===== config.mk =====
export PLATFORM = sky130hd
export DESIGN_NAME = ea_addr_unit
export DESIGN_NICKNAME = d
export VERILOG_FILES = /design/src/rtl/ea_pkg.sv /design/src/rtl/ea_step.sv /design/src/rtl/ea_calc.sv /design/src/rtl/ea_regfile.sv /design/src/rtl/ea_addr_unit.sv
export SDC_FILE = /design/constraint.sdc
export NUM_CORES = 1
export LEC_CHECK = 0
export ABC_AREA = 0
export BUFFER_PORTS_ARGS = -buffer_cell sky130_fd_sc_hd__clkbuf_2
export CELL_PAD_IN_SITES_DETAIL_PLACEMENT = 2
export CELL_PAD_IN_SITES_GLOBAL_PLACEMENT = 2
export CORE_ASPECT_RATIO = 1.4
export CORE_MARGIN = 2
export CORE_UTILIZATION = 26
export CTS_CLUSTER_SIZE = 20
export DETAILED_ROUTE_END_ITERATION = 6
export PLACE_DENSITY = 0.58
export SKIP_LAST_GASP = 1
export SLEW_MARGIN = 30
export SYNTH_ARGS = -nofsm -noshare
export SYNTH_HDL_FRONTEND = slang
export SYNTH_SLANG_ARGS = --single-unit

===== constraint.sdc =====
create_clock -name clk -period 8.2 [get_ports clk]
set_clock_uncertainty 0.15 [all_clocks]
set_input_delay 0.41 -clock clk [delete_from_list [all_inputs] [get_ports clk]]
set_output_delay 0.41 -clock clk [all_outputs]
set_load 0.02 [all_outputs]

===== src/rtl/ea_pkg.sv =====
// Package: shared encodings for the effective-address unit.
// Assumes a 3-bit mode field and a 2-bit size field on the request.
package ea_pkg;

    localparam int MODE_W = 3;
    localparam int SIZE_W = 2;

    typedef enum logic [MODE_W-1:0] {
        AM_IND  = 3'd0,
        AM_POST = 3'd1,
        AM_PRE  = 3'd2,
        AM_DISP = 3'd3,
        AM_ABSW = 3'd4,
        AM_ABSL = 3'd5,
        AM_RSV6 = 3'd6,
        AM_RSV7 = 3'd7
    } amode_e;

    typedef enum logic [SIZE_W-1:0] {
        SZ_BYTE = 2'd0,
        SZ_WORD = 2'd1,
        SZ_LONG = 2'd2,
        SZ_RSV  = 2'd3
    } osize_e;

endpackage


===== src/rtl/ea_step.sv =====
// Module: step size for auto-increment and auto-decrement.
// Assumes the stack-pointer index is fixed by parameter; byte steps on it widen to 2.
module ea_step #(
    parameter int AW     = 32,
    parameter int SEL_W  = 3,
    parameter int SP_IDX = 7
) (
    input  logic [ea_pkg::SIZE_W-1:0] size,
    input  logic [SEL_W-1:0]          sel,
    output logic [AW-1:0]             step
);
    import ea_pkg::*;

    logic is_sp;
    assign is_sp = (sel == SEL_W'(SP_IDX));

    // Map the operand size (and stack-pointer case) to a step.
    always_comb begin
        case (osize_e'(size))
            SZ_BYTE: step = is_sp ? AW'(2) : AW'(1);
            SZ_WORD: step = AW'(2);
            default: step = AW'(4);
        endcase
    end
endmodule


===== src/rtl/ea_calc.sv =====
// Module: combinational address and new-register-value generator.
// Assumes base is the selected register's current value; no state.
module ea_calc #(
    parameter int AW    = 32,
    parameter int DISP_W = 16
) (
    input  logic [ea_pkg::MODE_W-1:0] mode,
    input  logic [AW-1:0]             base,
    input  logic [AW-1:0]             step,
    input  logic [AW-1:0]             ext,
    output logic [AW-1:0]             addr,
    output logic [AW-1:0]             new_val,
    output logic                      do_wb,
    output logic                      ok
);
    import ea_pkg::*;

    logic [AW-1:0] ext_sx;
    assign ext_sx = {{(AW-DISP_W){ext[DISP_W-1]}}, ext[DISP_W-1:0]};

    // Select address source and side effect by addressing mode.
    always_comb begin
        addr    = base;
        new_val = base;
        do_wb   = 1'b0;
        ok      = 1'b1;
        case (amode_e'(mode))
            AM_IND:  addr = base;
            AM_POST: begin
                addr    = base;
                new_val = base + step;
                do_wb   = 1'b1;
            end
            AM_PRE: begin
                new_val = base - step;
                addr    = base - step;
                do_wb   = 1'b1;
            end
            AM_DISP: addr = base + ext_sx;
            AM_ABSW: addr = ext_sx;
            AM_ABSL: addr = ext;
            default: begin
                ok   = 1'b0;
                addr = base;
            end
        endcase
    end
endmodule


===== src/rtl/ea_regfile.sv =====
// Module: address register bank, one read port, write-back and load ports.
// Assumes a load takes priority over a write-back to the same register.
module ea_regfile #(
    parameter int NREGS = 8,
    parameter int AW    = 32,
    localparam int SEL_W = $clog2(NREGS)
) (
    input  logic             clk,
    input  logic             rst_n,
    input  logic [SEL_W-1:0] rd_sel,
    output logic [AW-1:0]    rd_data,
    input  logic             wb_en,
    input  logic [SEL_W-1:0] wb_sel,
    input  logic [AW-1:0]    wb_data,
    input  logic             ld_en,
    input  logic [SEL_W-1:0] ld_sel,
    input  logic [AW-1:0]    ld_data
);
    logic [AW-1:0] regs [NREGS];

    assign rd_data = regs[rd_sel];

    // Update each register from the load or write-back port.
    always_ff @(posedge clk) begin
        for (int i = 0; i < NREGS; i++) begin
            if (!rst_n) begin
                regs[i] <= '0;
            end else if (ld_en && ld_sel == SEL_W'(i)) begin
                regs[i] <= ld_data;
            end else if (wb_en && wb_sel == SEL_W'(i)) begin
                regs[i] <= wb_data;
            end
        end
    end
endmodule


===== src/rtl/ea_addr_unit.sv =====
// Module: top of the effective-address unit.
// Computes the address for each request, updates the register for the
// auto-step modes and registers the bus address and write-back report.
// Assumes request fields are stable around the sampling edge.
module ea_addr_unit #(
    parameter int NREGS  = 8,
    parameter int AW     = 32,
    parameter int BUS_W  = 24,
    parameter int SP_IDX = 7,
    localparam int SEL_W = $clog2(NREGS)
) (
    input  logic                      clk,
    input  logic                      rst_n,
    input  logic                      req,
    input  logic [ea_pkg::MODE_W-1:0] mode,
    input  logic [SEL_W-1:0]          reg_sel,
    input  logic [ea_pkg::SIZE_W-1:0] size,
    input  logic [AW-1:0]             ext,
    input  logic                      ld_en,
    input  logic [SEL_W-1:0]          ld_sel,
    input  logic [AW-1:0]             ld_data,
    output logic                      ea_valid,
    output logic [BUS_W-1:0]          ea_out,
    output logic                      wb_valid,
    output logic [SEL_W-1:0]          wb_idx,
    output logic [AW-1:0]             wb_val
);
    logic [AW-1:0] base, step, addr, new_val;
    logic          do_wb, ok, wb_fire, collide;

    ea_regfile #(.NREGS(NREGS), .AW(AW)) u_rf (
        .clk(clk), .rst_n(rst_n),
        .rd_sel(reg_sel), .rd_data(base),
        .wb_en(wb_fire), .wb_sel(reg_sel), .wb_data(new_val),
        .ld_en(ld_en), .ld_sel(ld_sel), .ld_data(ld_data)
    );

    ea_step #(.AW(AW), .SEL_W(SEL_W), .SP_IDX(SP_IDX)) u_step (
        .size(size), .sel(reg_sel), .step(step)
    );

    ea_calc #(.AW(AW), .DISP_W(16)) u_calc (
        .mode(mode), .base(base), .step(step), .ext(ext),
        .addr(addr), .new_val(new_val), .do_wb(do_wb), .ok(ok)
    );

    assign collide = ld_en && (ld_sel == reg_sel);
    assign wb_fire = req && do_wb && !collide;

    // Register the bus address and write-back report for each request.
    always_ff @(posedge clk) begin
        if (!rst_n) begin
            ea_valid <= 1'b0;
            ea_out   <= '0;
            wb_valid <= 1'b0;
            wb_idx   <= '0;
            wb_val   <= '0;
        end else begin
            ea_valid <= req && ok;
            wb_valid <= wb_fire;
            if (req && ok) ea_out <= addr[BUS_W-1:0];
            if (wb_fire) begin
                wb_idx <= reg_sel;
                wb_val <= new_val;
            end
        end
    end
endmodule


==> results_dict.tcl <==
set metrics [dict create \
    outcome "complete, no violations" \
    dp_hpwl_mm 61.0 \
    vias 16300 \
    path_clk_slew_ps 60 \
    async_flop_share 0 \
    postRouteAntennaNets 0 \
    crit_fanout 33 \
    tns_ps 0 \
    worstPathCellList "buf_2 -> buf_4 -> or2_2 -> a211oi_1 -> a2111o_1 -> inv_1 -> nand2b_1 -> nor4_2 -> nand4_1 -> o31ai_1 -> xor2_1 -> o21ai_0" \
    worstMarginPinSlew_ps 1050 \
    antenna_found_initial 5 \
    wl_mm 87.8 \
    cts_tree "yes" \
    worst-path-buf-inv 3 \
    hold_path.class "in2reg" \
    ys.flop_type "edfxtp_1" \
    wl_per_cell_um 30.3 \
    synth_edf_count 256 \
    place_ws_ps 1410 \
    fp.dieH_um 320 \
    synth_common_cells "edfxtp_1, nand2_1, o21ai_0" \
    dieArea_um2 73600 \
    cp_top_family "simple AND/OR/NAND/NOR gates" \
    num_rows 115 \
    drive_gt1_frac 0.185 \
    r2r_end "u_rf.regs[0][31]" \
    grt_pass1_wl_mm 127 \
    fin_crit_sh 0.742 \
    synth_top_area_cell "edfxtp_1" \
    cts-root-buf "clkbuf_16" \
    hp-start "ext[17]" \
    post-route-drc-count 0 \
    synth_cell_types 89 \
    hold_depth 4 \
    critPathSlowestCell "xor2_1" \
    gp_congestion 0.873 \
    synth_area_um2 18600 \
    rsz0062_at_grt "no" \
    clock_sinks 317 \
    yosysTopAreaCellShare 0.414 \
    setup_viol 0 \
    io_pins 140 \
    slew_violations 0 \
    synth-seq-cells 317 \
    cts_buffers 37 \
    avgSynthCellArea_um2 9.96 \
    ir_drop_mv 0.108 \
    syn_nets 1974 \
    cp-start-kind "input port" \
    die_w_um 230 \
    cp.arrival_ps 6180 \
    clkLatencyLatePin_ps 590 \
    io_buffers 131 \
    path_class "in2reg" \
    post_cts_buffers 0 \
    htreeDepth 2 \
    vias_per_cell 5.62 \
    powerDensity_nw_per_um2 204 \
    leakagePower_uw 0.00783 \
    synth_sequential_area_ratio 0.480 \
    grt_pass1_vias 17900 \
    coreArea_um2 70500 \
    slowest_delay_ps 850 \
    crit_path_end_kind "flip-flop" \
    synth.area.top_cells "edfxtp_1, dfxtp_1, o21ai_0" \
    synth_cells 1863 \
    track_usage 0.238 \
    hold_violations 0 \
    required_ps 8300 \
    yosys_warnings 0 \
    grt_overflow 0 \
    dr.pass1.iters 5 \
    grt_max_degree 49 \
    maxCapViolCount 0 \
    cts_buffer_depth 3 \
    min_period_ps 6090 \
    detail_route.iter0.violations 1061 \
    area_delta_synth_final_pct 16.5 \
    placed_cell_area_um2 20400 \
    fin_nets 2044 \
    reg2reg_depth 11 \
    fmax_mhz 164 \
    r2r_setup_slack_ps 2460 \
    relSlewSlack 0.302 \
    setup_ws_ps 2110 \
    stdcell_area_um2 21600 \
    initial_core_util 0.263 \
    whs_ps 30.1 \
    min_to "ea_out[17]" \
    r2r_start "u_rf.regs[1][2]" \
]
-- cells in the final DEF, fill, tap and decap left out, types with 13 or more instances in the layout --
master and n:
nand2_1 256, edfxtp_1 256, o21ai_0 197, clkbuf_2 129, a22o_1 105, nor2_1 70, a21oi_1 67, buf_4 63
dfxtp_1 61, nand3_1 47, o22ai_1 42, clkbuf_16 39, xnor2_1 37, mux2i_1 35, inv_1 33, ha_1 29
mux2_2 26, nor2b_1 25, nor3_1 24, a211oi_1 21, nand4_1 19, and2_1 16, and3_1 13, nand2b_1 13
a21o_1 13
-- per-layer routing --
| layer | part of all wire | up-vias | GRT usage | wire (um) |
|---|---|---|---|---|
| met5 | 0.00049 | - | 0 | 43 |
| met4 | 0.039 | 6 | 0.0922 | 3410 |
| met3 | 0.039 | 160 | 0.0276 | 3430 |
| met2 | 0.54 | 455 | 0.457 | 47400 |
| met1 | 0.38 | 8512 | 0.264 | 33600 |
| li1 | - | 7145 | - | - |
-- cell type report --
| cell class | count | area (um^2) |
|---|---|---|
| Clock buffer | 50 | 1030 |
| Tap cell | 936 | 1170 |
| Clock inverter | 17 | 164 |
| Fill cell | 7776 | 48900 |
| Sequential cell | 317 | 8910 |
| Antenna cell | 2 | 5.00 |
| Timing Repair Buffer | 195 | 1140 |
| Inverter | 43 | 161 |
| Multi-Input combinational cell | 1339 | 9040 |
-- worst max path at each step --
stage,cells after the start,to,slack (ps),start
2_1_floorplan,2,u_rf.regs[4][0],3100,ld_sel[1]
3_3_place_gp,12,u_rf.regs[5][31],1670,reg_sel[0]
3_5_place_dp,12,u_rf.regs[0][31],1410,reg_sel[0]
4_1_cts,12,u_rf.regs[0][31],1990,reg_sel[0]
5_1_grt,12,u_rf.regs[0][31],1860,reg_sel[0]
6_report,12,u_rf.regs[0][31],2110,reg_sel[0]
-- registers in the layout, indices dropped and copies added, names as in the netlist --
| name | cells |
|---|---|
| wb_val | 32 |
| u_rf.regs | 256 |
| wb_idx | 3 |
| ea_out | 24 |
| wb_valid | 1 |
| ea_valid | 1 |
-- stage by stage --
| stage | power [uW] | util | cells |
|---|---|---|---|
| after detailed placement | 2750 | 0.289 | 2829 |
| after CTS | 4450 | 0.306 | 2897 |
| after floorplan | 2400 | - | 1863 |
| final | 4420 | 0.307 | 2899 |
| after global placement | 2720 | 0.288 | 2828 |
| after global routing | 4570 | 0.307 | 2897 |
-- worst reg2reg max path, cell delays in order (launching register included) --
cell,delay (ps)
edfxtp_1,370
mux4_2,500
mux2i_1,320
inv_1,150
ha_1,390
o21bai_1,540
nand2_1,320
nor4_2,590
nand4_1,280
o31ai_1,660
xor2_1,850
o21ai_0,270
-- cell families after synthesis --
| kind of cell | synth area share |
|---|---|
| AO/OA/AOI/OAI | 0.220 |
| XOR/XNOR | 0.0278 |
| adder cells (fa/ha/maj) | 0.0228 |
| buffers and inverters | 0.0488 |
| flip-flops | 0.480 |
| multiplexers | 0.0535 |
| AND/OR/NAND/NOR | 0.147 |
-- where the power goes --
group / leakage [uW] / total, uW / switching (uW) / internal (uW)
combinational: 0.00408 / 867 / 610 / 257
sequential: 0.00316 / 1860 / 30.5 / 1830
clock: 0.000584 / 1690 / 720 / 975
-- what timing repair did --
action,4_1_cts,5_1_grt
gates resized for setup,0,0
hold buffers,1,0
endpoints found under the setup margin,0,0
hold endpoints to repair,1,0
No activity file was read; power rests on OpenSTA's default activity.
